**config.mk**
```make
export PLATFORM = sky130hd
export DESIGN_NAME = memmap_decoder
export DESIGN_NICKNAME = d
export VERILOG_FILES = /design/src/rtl/memmap_pkg.sv /design/src/rtl/memmap_page_win.sv /design/src/rtl/memmap_range_win.sv /design/src/rtl/memmap_map_reg.sv /design/src/rtl/memmap_decoder.sv
export SDC_FILE = /design/constraint.sdc
export NUM_CORES = 1
export LEC_CHECK = 0
export CORE_MARGIN = 2
export CORE_UTILIZATION = 30
export CTS_BUF_LIST = sky130_fd_sc_hd__clkbuf_16
export DETAILED_ROUTE_END_ITERATION = 10
export PLACE_DENSITY = 0.61
export SLEW_MARGIN = 20
export SYNTH_ARGS = -nofsm -noshare
export SYNTH_HDL_FRONTEND = slang
export SYNTH_SLANG_ARGS = --single-unit
```
**constraint.sdc**
```tcl
create_clock -name clk -period 2.7 [get_ports clk]
set_input_delay 0.54 -clock clk [delete_from_list [all_inputs] [get_ports clk]]
set_output_delay 0.54 -clock clk [all_outputs]
set_load 0.005 [all_outputs]
```
**src/rtl/memmap_pkg.sv**
```systemverilog
`timescale 1ns/1ps
package memmap_pkg;

  typedef struct packed {
    logic regs;
    logic ram;
    logic ee;
    logic rom;
    logic ext;
  } region_sel_t;

  localparam int unsigned PAGE_W = 4;

endpackage

```
**src/rtl/memmap_page_win.sv**
```systemverilog
`timescale 1ns/1ps
module memmap_page_win #(
  parameter int unsigned ADDR_W = 16,
  parameter int unsigned PAGE_W = 4,
  parameter int unsigned SIZE   = 512
) (
  input  logic [ADDR_W-1:0] addr,
  input  logic [PAGE_W-1:0] page,
  output logic              hit
);
  localparam int unsigned OFF_W = ADDR_W - PAGE_W;

  logic [OFF_W:0] offset_x;
  logic           page_eq;

  always_comb begin
    offset_x = {1'b0, addr[OFF_W-1:0]};
    page_eq  = (addr[ADDR_W-1 -: PAGE_W] == page);
    hit      = page_eq && (offset_x < (OFF_W+1)'(SIZE));
  end
endmodule

```
**src/rtl/memmap_range_win.sv**
```systemverilog
`timescale 1ns/1ps
module memmap_range_win #(
  parameter int unsigned ADDR_W = 16,
  parameter int unsigned LO     = 32'hB600,
  parameter int unsigned HI     = 32'hB7FF
) (
  input  logic [ADDR_W-1:0] addr,
  input  logic              en,
  output logic              hit
);
  always_comb begin
    hit = en && (addr >= ADDR_W'(LO)) && (addr <= ADDR_W'(HI));
  end
endmodule

```
**src/rtl/memmap_map_reg.sv**
```systemverilog
`timescale 1ns/1ps
module memmap_map_reg #(
  parameter int unsigned DATA_W     = 8,
  parameter int unsigned WIN_CYCLES = 64,
  parameter logic [7:0]  RESET_VAL  = 8'h01,
  localparam int unsigned CNT_W     = $clog2(WIN_CYCLES + 1)
) (
  input  logic              clk,
  input  logic              rst_n,
  input  logic              e_en,
  input  logic              wr_hit,
  input  logic              special_mode,
  input  logic [DATA_W-1:0] wdata,
  output logic [DATA_W-1:0] map_q,
  output logic              locked,
  output logic [CNT_W-1:0]  win_cnt
);
  logic [DATA_W-1:0] map_d;
  logic [CNT_W-1:0]  cnt_q, cnt_d;
  logic              done_q, done_d;
  logic              win_open;
  logic              writable;

  always_comb begin
    win_open = (cnt_q < CNT_W'(WIN_CYCLES));
    writable = special_mode || (!done_q && win_open);
    cnt_d    = cnt_q;
    map_d    = map_q;
    done_d   = done_q;
    if (e_en && win_open) begin
      cnt_d = cnt_q + CNT_W'(1);
    end
    if (e_en && wr_hit && writable) begin
      map_d  = wdata;
      done_d = 1'b1;
    end
  end

  always_ff @(posedge clk or negedge rst_n) begin
    if (!rst_n) begin
      map_q  <= DATA_W'(RESET_VAL);
      cnt_q  <= '0;
      done_q <= 1'b0;
    end else begin
      map_q  <= map_d;
      cnt_q  <= cnt_d;
      done_q <= done_d;
    end
  end

  assign locked  = !special_mode && (done_q || !win_open);
  assign win_cnt = cnt_q;
endmodule

```
**src/rtl/memmap_decoder.sv**
```systemverilog
`timescale 1ns/1ps
module memmap_decoder #(
  parameter int unsigned ADDR_W      = 16,
  parameter int unsigned DATA_W      = 8,
  parameter int unsigned REG_SIZE    = 64,
  parameter int unsigned RAM_SIZE    = 512,
  parameter int unsigned MAP_OFFSET  = 32'h3D,
  parameter logic [7:0]  MAP_RESET   = 8'h01,
  parameter int unsigned WIN_CYCLES  = 64,
  parameter int unsigned EE_LO       = 32'hB600,
  parameter int unsigned EE_HI       = 32'hB7FF,
  parameter int unsigned ROM_LO      = 32'hD000,
  parameter int unsigned ROM_HI      = 32'hFFFF,
  parameter int unsigned SYNC_STAGES = 2
) (
  input  logic              clk,
  input  logic              rst_n,
  input  logic              e_en,
  input  logic [ADDR_W-1:0] addr,
  input  logic              rd,
  input  logic              wr,
  input  logic [DATA_W-1:0] wdata,
  input  logic              rom_cfg_en,
  input  logic              ee_cfg_en,
  input  logic              single_chip,
  input  logic              special_mode,
  output logic [DATA_W-1:0] map_rdata,
  output logic              sel_reg,
  output logic              sel_ram,
  output logic              sel_ee,
  output logic              sel_rom,
  output logic              sel_ext
);
  import memmap_pkg::*;

  localparam int unsigned REG_AW = $clog2(REG_SIZE);
  localparam int unsigned CNT_W  = $clog2(WIN_CYCLES + 1);

  // reset: asynchronous assert, synchronous release
  logic [SYNC_STAGES-1:0] rst_sync_q;
  logic [SYNC_STAGES-1:0] rst_sync_d;
  logic                   rst_int_n;

  always_comb begin
    rst_sync_d = {rst_sync_q[SYNC_STAGES-2:0], 1'b1};
  end

  always_ff @(posedge clk or negedge rst_n) begin
    if (!rst_n) rst_sync_q <= '0;
    else        rst_sync_q <= rst_sync_d;
  end

  assign rst_int_n = rst_sync_q[SYNC_STAGES-1];

  // mapping register
  logic [DATA_W-1:0] map_q;
  logic              locked;
  logic [CNT_W-1:0]  win_cnt;
  logic              map_hit;
  logic              wr_hit;

  // region windows
  logic reg_hit, ram_hit, ee_hit, rom_hit;
  logic rom_on;

  assign rom_on = rom_cfg_en || single_chip;

  memmap_page_win #(.ADDR_W(ADDR_W), .PAGE_W(PAGE_W), .SIZE(REG_SIZE)) u_reg_win (
    .addr(addr), .page(map_q[PAGE_W-1:0]), .hit(reg_hit));

  memmap_page_win #(.ADDR_W(ADDR_W), .PAGE_W(PAGE_W), .SIZE(RAM_SIZE)) u_ram_win (
    .addr(addr), .page(map_q[2*PAGE_W-1:PAGE_W]), .hit(ram_hit));

  memmap_range_win #(.ADDR_W(ADDR_W), .LO(EE_LO), .HI(EE_HI)) u_ee_win (
    .addr(addr), .en(ee_cfg_en), .hit(ee_hit));

  memmap_range_win #(.ADDR_W(ADDR_W), .LO(ROM_LO), .HI(ROM_HI)) u_rom_win (
    .addr(addr), .en(rom_on), .hit(rom_hit));

  always_comb begin
    map_hit = reg_hit && (addr[REG_AW-1:0] == REG_AW'(MAP_OFFSET));
    wr_hit  = wr && map_hit;
  end

  memmap_map_reg #(.DATA_W(DATA_W), .WIN_CYCLES(WIN_CYCLES), .RESET_VAL(MAP_RESET)) u_map_reg (
    .clk(clk), .rst_n(rst_int_n), .e_en(e_en), .wr_hit(wr_hit),
    .special_mode(special_mode), .wdata(wdata),
    .map_q(map_q), .locked(locked), .win_cnt(win_cnt));

  // fixed priority: register block, RAM, EEPROM, ROM, external
  region_sel_t sel;

  always_comb begin
    sel = '0;
    if      (reg_hit) sel.regs = 1'b1;
    else if (ram_hit) sel.ram  = 1'b1;
    else if (ee_hit)  sel.ee   = 1'b1;
    else if (rom_hit) sel.rom  = 1'b1;
    else              sel.ext  = 1'b1;
  end

  assign sel_reg = sel.regs;
  assign sel_ram = sel.ram;
  assign sel_ee  = sel.ee;
  assign sel_rom = sel.rom;
  assign sel_ext = sel.ext;

  always_comb begin
    map_rdata = (rd && map_hit) ? map_q : '0;
  end
endmodule

```
== Yosys cells after proc, flatten, opt, wreduce, memory -nomap -nowiden ==
Index checks and enable logic that the tools add are counted.
W data, S select, Z words.
Word-level totals
  bits in writable memories: 0
  latch bits: 0
  bits of input ports: 33
  memories: 0
  memory bits (read-only): 0
  register bits: 18
Operators by class
  multiplexer cells: 9
  magnitude comparators: 7
  div/mod/pow operators: 0
  bitwise operators: 0
  add/sub/neg operators: 1
  reductions and logical operators: 16
  shift-type cells: 0
  multiply operators: 0
  equality and inequality tests: 3
Operator list (count)
  $ge A16 B16 Y1 const B: 2
  $le A16 B16 Y1 const B: 2
  $logic_and A1 B1 Y1: 13
  $lt A12 B10 Y1 const B: 1
  $lt A12 B7 Y1 const B: 1
  $eq A4 B4 Y1: 2
  $mux W8: 1
  $add A7 B1 Y7 const B: 1
  $lt A7 B7 Y1 const B: 1
  $eq A6 B6 Y1 const B: 1
  $mux W1: 5
  $mux W4: 1
  $mux W3: 1
  $logic_or A1 B1 Y1: 2
  $mux W2: 1
  $logic_not A1 Y1: 1

== Logic depth before layout (Yosys ltp) ==
Gate-level depths: netlist of the first run.
  depth in word-level cells: 7
  depth in mapped cells: 4

== Cells and area by module ==
Synthesis of the first run repeated with hierarchy kept, for this count alone.
Unflattened totals
  cells, all modules: 89
  area, all modules: 1027.2 um^2
By module, submodules not included
  memmap_map_reg: instances 1, area an instance 676.9 um^2, cells an instance 44
  memmap_decoder: instances 1, area an instance 201.4 um^2, cells an instance 28
  memmap_page_win at u_reg_win: instances 1, area an instance 61.3 um^2, cells an instance 7
  memmap_page_win at u_ram_win: instances 1, area an instance 55.1 um^2, cells an instance 6
  memmap_range_win at u_ee_win: instances 1, area an instance 21.3 um^2, cells an instance 3
  memmap_range_win at u_rom_win: instances 1, area an instance 11.3 um^2, cells an instance 1

== Worst setup path after synthesis of the first run ==
No wires, ideal clock.
  path type: input -> output
  start point: input port addr[10]
  end point: output port map_rdata[0]
  stages on the path: 4
  data arrival time: 1649 ps
  setup slack: 511 ps
  cell sequence: nor3_2 -> nand4_2 -> nor4_1 -> and2_1
Between the ends
  cells in the longest elaborated chain, start to end: 5
RTL lines
  from (decl): RTL line memmap_decoder.sv:19  | input logic [ADDR_W-1:0] addr,
  $lt A12 B7 Y1: RTL line memmap_page_win.sv:19  | hit = page_eq && (offset_x < (OFF_W+1)'(SIZE));
  $logic_and A1 B1 Y1: RTL line memmap_page_win.sv:19
  $logic_and A1 B1 Y1: RTL line memmap_decoder.sv:81  | map_hit = reg_hit && (addr[REG_AW-1:0] == REG_AW'(MAP_OFFSET));
  $logic_and A1 B1 Y1: RTL line memmap_decoder.sv:109  | map_rdata = (rd && map_hit) ? map_q : '0;
  $mux W8: RTL line memmap_decoder.sv:109
  to (decl): RTL line memmap_decoder.sv:27  | output logic [DATA_W-1:0] map_rdata,
No other way between the ends.

== Final worst setup path of the first run ==
  start point: input port addr[13]
  end point: output port sel_rom
Between the ends
  cells in the longest elaborated chain, start to end: 7
RTL lines
  $ge A16 B16 Y1: RTL line memmap_range_win.sv:12  | hit = en && (addr >= ADDR_W'(LO)) && (addr <= ADDR_W'(HI));
  $logic_and A1 B1 Y1 (2 in series): RTL line memmap_range_win.sv:12
  $mux W1: RTL line memmap_decoder.sv:98  | else if (rom_hit) sel.rom = 1'b1;
  $mux W2: RTL line memmap_decoder.sv:97  | else if (ee_hit) sel.ee = 1'b1;
  $mux W3: RTL line memmap_decoder.sv:96  | else if (ram_hit) sel.ram = 1'b1;
  $mux W4 *: RTL line memmap_decoder.sv:95  | if (reg_hit) sel.regs = 1'b1;
  to (decl): RTL line memmap_decoder.sv:31  | output logic sel_rom,
Every way passes the cells marked *; elsewhere a longest branch is shown, timed or not.

==> results of run 1 <==
==> power by group through the flow <==
stage	combinational [W]	sequential (W)	clock, W
2_1_floorplan	0.0000945	0.000368	0
4_1_cts	0.000166	0.000375	0.000298
3_3_place_gp	0.000165	0.000377	0
6_report	0.000164	0.000375	0.000291
3_5_place_dp	0.000168	0.000379	0
5_1_grt	0.000182	0.000383	0.000309
==> state kept, by name, summed over array words and instances (netlist names) <==
signal	count
u_map_reg.done_q	1
u_map_reg.map_q	8
u_map_reg.win_cnt	7
rst_sync_q	2
==> worst max-delay path, cell delays in order <==
cell,delay [ns]
dlygate4sd2_1,0.27
buf_4,0.16
xor2_1,0.19
nor3_2,0.09
nor4_1,0.27
clkdlybuf4s50_1,0.56
==> synthesized netlist by cell type (2+ instances only) <==
cell type	n	area (um2)
xnor2_1	9	78.8
o211ai_1	2	15.0
nand4_1	3	18.8
o21bai_1	2	15.0
nor3_1	3	15.0
nor2_1	6	22.5
dfrtp_1	17	425
nor2b_1	2	12.5
nand2_1	4	15.0
and2_1	8	50.1
nand3_1	2	10.0
nand4b_1	2	17.5
xor2_1	4	35.0
mux2_2	9	101
nor4_1	2	12.5
==> stage by stage <==
stage               worst slack, ns  setup TNS [ns]
floorplan                     0.511               0
global placement             -0.241           -2.23
detailed placement           -0.274           -2.59
CTS                         0.00123               0
global route               -0.00341        -0.00341
finish                       0.0878               0
==> worst max path at each step <==
stage,startpoint,endpoint,cells after the start
after floorplan,addr[10],map_rdata[0],4
after detailed placement,addr[10],map_rdata[4],7
after global routing,addr[0],map_rdata[0],8
final,addr[13],sel_rom,6
after global placement,addr[10],map_rdata[4],7
after CTS,addr[8],sel_rom,7
==> logic make-up after synthesis <==
group,Yosys count,share of synthesized area (%)
AND/OR/NAND/NOR,37,24.6
adder cells (fa/ha/maj),1,1.32
buffers and inverters,1,0.394
AO/OA/AOI/OAI,4,3.16
XOR/XNOR,13,12.0
flip-flops,18,47.5
other,1,0.394
multiplexers,9,10.7
==> layout make-up <==
type,count,area (um2),area share [%]
clock buffer,3,75.1,4.62
clock inverter,1,3.75,0.231
inverter,1,3.75,0.231
multi-input combinational,65,524,32.2
sequential,18,452,27.8
tap,44,55.1,3.38
timing repair buffer,58,513,31.5
==> per-layer routing <==
metal  vias to the layer above  global-route usage (%)
met4                         0                    5.71
met1                       386                    16.1
met5                         -                       0
met3                         5                    2.81
met2                        42                    21.7
li1                        422                       -
==> repair_timing <==
item | 4_1_cts | 5_1_grt
resized for setup | 36 | 3
cloned | 0 | 0
endpoints found under the hold margin | 0 | 0
setup buffers | 4 | 0
endpoints found under the setup margin | 12 | 9
pin swaps | 7 | 2
==> impl_metrics.csv, run 1 <==
group,metric,value,unit
status,run_status,"complete, no violations",
setup_path,crit_path_end_kind,"output pin",
logic_synthesis,synth.net_count,118,
grt,grt_pass1_wl,3500,um
drt,vias,855,
logic_synthesis,syn-mean-instance-area,11.3,um2
die,die_width,60.3,um
drt,drc,0,
grt,gr-total-overflow,0,
die,num_rows,20,
setup_path,required,2.16,ns
drt,via_per_inst,4.50,
placed_design,hpwl,1810,um
cells_and_area,final_cells,190,
timing,min_period,2.61,ns
drt,wl_met2,995,um
cells_and_area,nets,181,
die,core-area,3030,um2
die,die_h,60.3,um
pwr,pwr-share-seq,45.2,%
placed_design,placed_cells,182,
pwr,total_power,0.000830,W
clock_tree,cts_made_buffers,3,
logic_synthesis,ys.flop_type,"dfrtp_1",
cells_and_area,design_area,1630,um2
logic_synthesis,synth_edf_count,0,
pwr,irDropWorstVdd,0.329,mV
pwr,p_switching,0.000204,W
clock_tree,htreeDepth,1,
logic_synthesis,yosysWarnings,0,
pwr,leakagePower,0.766,nW
pwr,power.density,510,nW/um2
grt,grt_max_degree,17,
logic_synthesis,async_flop_share,100,%
placed_design,placed_area,1520,um2
setup_path,reg2reg_from,"u_map_reg.map_q[0]",
grt,grt_use_total,13.0,%
timing,setup_viol,0,
setup_path,rr_endpoint,"u_map_reg.map_q[3]",
setup_path,start_kind,"input pin",
cells_and_area,antenna_cells,0,
drt,wire_per_inst,12.3,um
timing,tightest_slew,0.604,ns
setup_path,reg2reg_slack,0.79,ns
setup_path,cp.arrival,2.07,ns
timing,fmax,383,MHz
drt,routed_wl,2340,um
timing,slew_headroom,59.7,%
clock_tree,cts_tree,"done",
timing,fin_skew,0.00157,ns
cells_and_area,final_cell_mix,"clkdlybuf4s50_1, dfrtp_1, buf_4",
hold_path,hold_path_class,"reg -> async",
drt,wl_met3,251,um
drt,drt-pass1-iter-count,3,
die,io-pin-count,46,
clock_tree,clkSlewWorstSetupHoldPaths,0.05,ns
grt,grt_pass1_vias,824,
cells_and_area,final.fill_count,280,
logic_synthesis,synth_cell_type_count,24,
timing,period_share,96.7,%
pwr,combPwrFrac,19.8,%
drt,ant_nets,0,
clock_tree,postCtsHoldBufs,0,
setup_path,path_class,"in -> out",
cells_and_area,final_core_util,53.7,%
drt,topRoutingLayerUsed,"met4",
setup_path,reg2reg_depth,6,
clock_tree,root_buffer,"clkbuf_16",
die,initial_utilization,31.4,%
logic_synthesis,synth_cells,84,
timing,hold_viol_final,0,
clock_tree,clk_latency,0.25,ns
drt,wl_met1,1060,um
pwr,p_int,0.000625,W
placed_design,routabilityCongestion,0.890,
pwr,clockPowerShare,35.0,%
cells_and_area,syn2layout_area_growth,71.1,%
die,dieArea,3640,um2
clock_tree,clk_path_buf_depth,2,
placed_design,port-buffer-count,45,
timing,hold_slack,0.249,ns
timing,slew_violations,0,
job,max-cap-violations,0,
logic_synthesis,ys_seq_area_share,47.5,%
cells_and_area,layout_commonest_cell,"clkdlybuf4s50_1",
setup_path,cp_max_fo,3,
clock_tree,cts_sinks,18,
cells_and_area,drive_gt1_share,27.4,%
logic_synthesis,syn_area,951,um2
logic_synthesis,synth-seq-cells,18,
drt,drt_iter0_drc,23,
grt,antenna_found_initial,0,
pwr,netSwitchingFraction,24.6,%
(Power assumes the default switching activity.)
==> inputs of run 2 (changes only) <==
--- a/config.mk
+++ b/config.mk
@@ -5,9 +5,11 @@
 export SDC_FILE = /design/constraint.sdc
 export NUM_CORES = 1
 export LEC_CHECK = 0
+export CAP_MARGIN = 15
 export CORE_MARGIN = 2
 export CORE_UTILIZATION = 30
 export CTS_BUF_LIST = sky130_fd_sc_hd__clkbuf_16
+export CTS_CLUSTER_DIAMETER = 100
 export DETAILED_ROUTE_END_ITERATION = 10
 export PLACE_DENSITY = 0.61
 export SLEW_MARGIN = 20
==> results of run 2 <==
The final DEF is identical to that of run 1; final timing and power are the same.
==> inputs of run 3 (changes only) <==
--- a/config.mk
+++ b/config.mk
@@ -7,11 +7,11 @@
 export LEC_CHECK = 0
 export CAP_MARGIN = 15
 export CORE_MARGIN = 2
-export CORE_UTILIZATION = 30
+export CORE_UTILIZATION = 40
 export CTS_BUF_LIST = sky130_fd_sc_hd__clkbuf_16
 export CTS_CLUSTER_DIAMETER = 100
 export DETAILED_ROUTE_END_ITERATION = 10
-export PLACE_DENSITY = 0.61
+export PLACE_DENSITY = 0.78
 export SLEW_MARGIN = 20
 export SYNTH_ARGS = -nofsm -noshare
 export SYNTH_HDL_FRONTEND = slang
==> run 3 against run 2 <==
  * Sequential share of layout area fell by 0.69 points
  * Clock-buffer cell count unchanged
  * Largest power group unchanged
  * Die area fell by 23%
  * Global-route usage rose by 7.2 points
==> impl_metrics.csv, run 3 (synthesis gave the netlist of run 1 again) <==
group,metric,value,unit
setup_path,cp-endpoint,"map_rdata[4]",
grt,global_route.usage.met1,24.1,%
cells_and_area,nets,184,
timing,hold_slack,0.245,ns
setup_path,cp.arrival,2.07,ns
setup_path,reg2reg_slack,0.57,ns
clock_tree,clkSlewWorstSetupHoldPaths,0.05,ns
setup_path,reg2reg_depth,7,
hold_path,hold_path_class,"reg -> async",
grt,gr-total-overflow,0,
grt,grt_pass1_vias,865,
grt,antenna_found_initial,0,
grt,grt_pass1_wl,3890,um
grt,grt_max_degree,17,
timing,post-route-worst-setup-slack,0.0944,ns
placed_design,port-buffer-count,45,
setup_path,cp_max_fo,3,
die,num_rows,17,
status,run_status,"complete, no violations",
cells_and_area,largest_register,"u_map_reg.map_q",
timing,fmax,384,MHz
timing,setup_viol,0,
job,max-cap-violations,0,
timing,period_share,96.5,%
pwr,leakagePower,0.861,nW
clock_tree,clk_latency,0.25,ns
cells_and_area,antenna_cells,0,
cells_and_area,ff_latch_area,452,um2
timing,fin_skew,0.00278,ns
grt,grt.busiest_layer,"met2",
die,die_h,52.8,um
cells_and_area,final_cell_mix,"clkdlybuf4s50_1, dfrtp_1, buf_4",
drt,wire_per_inst,14.5,um
cells_and_area,syn2layout_area_growth,75.4,%
pwr,power.density,498,nW/um2
setup_path,timing.critical_path.from,"addr[2]",
grt,use_met3,5.43,%
grt,met2_usage,32.7,%
die,dieArea,2780,um2
drt,via_per_inst,4.82,
timing,tns,0,ns
clock_tree,cts_made_buffers,3,
placed_design,routabilityCongestion,0.815,
drt,ant_nets,0,
timing,min_period,2.61,ns
placed_design,hpwl,1980,um
timing,slew_violations,0,
setup_path,path_class,"in -> out",
pwr,total_power,0.000831,W
setup_path,rr_endpoint,"u_map_reg.map_q[6]",
drt,vias,853,
pwr,irDropWorstVdd,0.613,mV
drt,drt-pass1-iter-count,4,
timing,tightest_slew,0.595,ns
clock_tree,root_buffer,"clkbuf_16",
cells_and_area,multi_input_area,536,um2
drt,drt_iter0_drc,6,
setup_path,reg2reg_from,"u_map_reg.map_q[0]",
clock_tree,htreeDepth,1,
cells_and_area,largest_reg_flops,8,
cells_and_area,layout_commonest_cell,"clkdlybuf4s50_1",
placed_design,place_ws,-0.389,ns
die,initial_utilization,42.6,%
setup_path,required,2.16,ns
timing,hold_viol_final,0,
cells_and_area,final.fill_count,149,
clock_tree,clk_path_buf_depth,2,
drt,drc,0,
die,die_width,52.8,um
clock_tree,cts_sinks,18,
die,core-area,2230,um2
drt,routed_wl,2570,um
grt,grt_use_total,20.2,%
setup_path,start_kind,"input pin",
die,io-pin-count,46,
clock_tree,cts_tree,"done",
timing,slew_headroom,60.3,%
setup_path,crit_path_end_kind,"output pin",
timing,rsz0062_at_grt,"false",
cells_and_area,drive_gt1_share,29.5,%
run 3: per-stage QoR:
step | cell area, um2 | utilization [%] | cells
floorplan | 951 | - | 84
global placement | 1510 | 67.7 | 167
detailed placement | 1510 | 67.7 | 167
CTS | 1630 | 72.9 | 175
global route | 1670 | 74.7 | 177
finish | 1670 | 74.7 | 177
run 3: timing repair:
item                       CTS  global route
setup endpoints to repair   12             9
pin swaps                    7             5
cloned                       0             0
resized for setup           27            17
hold buffers                 0             0
buffers inserted             4             2
run 3: worst min-delay path by stage:
| stage | start | to | slack, ns | cells past startpoint |
|---|---|---|---|---|
| 2_1_floorplan | rst_sync_q[1] | u_map_reg.done_q | 0.20 | 0 |
| 3_3_place_gp | rst_sync_q[1] | u_map_reg.map_q[3] | 0.26 | 0 |
| 3_5_place_dp | rst_sync_q[1] | u_map_reg.map_q[3] | 0.28 | 0 |
| 4_1_cts | rst_sync_q[1] | u_map_reg.win_cnt[4] | 0.28 | 0 |
| 5_1_grt | rst_sync_q[1] | u_map_reg.map_q[3] | 0.32 | 0 |
| 6_report | rst_sync_q[1] | u_map_reg.map_q[3] | 0.24 | 0 |
run 3: area by class of cell:
cell class / count / share of cell area (%)
multi-input cells: 65 / 32.1
well taps: 28 / 2.10
clock buffers: 3 / 4.50
inverters: 1 / 0.225
flip-flops and latches: 18 / 27.1
clock inverters: 1 / 0.225
repair buffers: 61 / 33.8
run 3: power by group:
part | total (W) | internal (W) | switching (W)
Clock | 0.000286 | 0.000196 | 0.0000903
Sequential | 0.000375 | 0.000324 | 0.0000512
Combinational | 0.000170 | 0.000106 | 0.0000634
Total | 0.000831 | 0.000626 | 0.000205
run 3: critical path: stages:
cell	delay [ns]
clkdlybuf4s50_1	0.46
and4b_1	0.21
nand3_2	0.11
nor4_4	0.16
buf_4	0.15
buf_4	0.11
buf_4	0.10
and2_1	0.11
clkbuf_2	0.11
run 3: layer usage:
layer / wire length, um / vias up / share of wire, %
li1: - / 422 / -
met1: 1060 / 379 / 41
met2: 1170 / 44 / 46
met3: 279 / 8 / 11
met4: 59 / 0 / 2.3
met5: 0 / - / 0
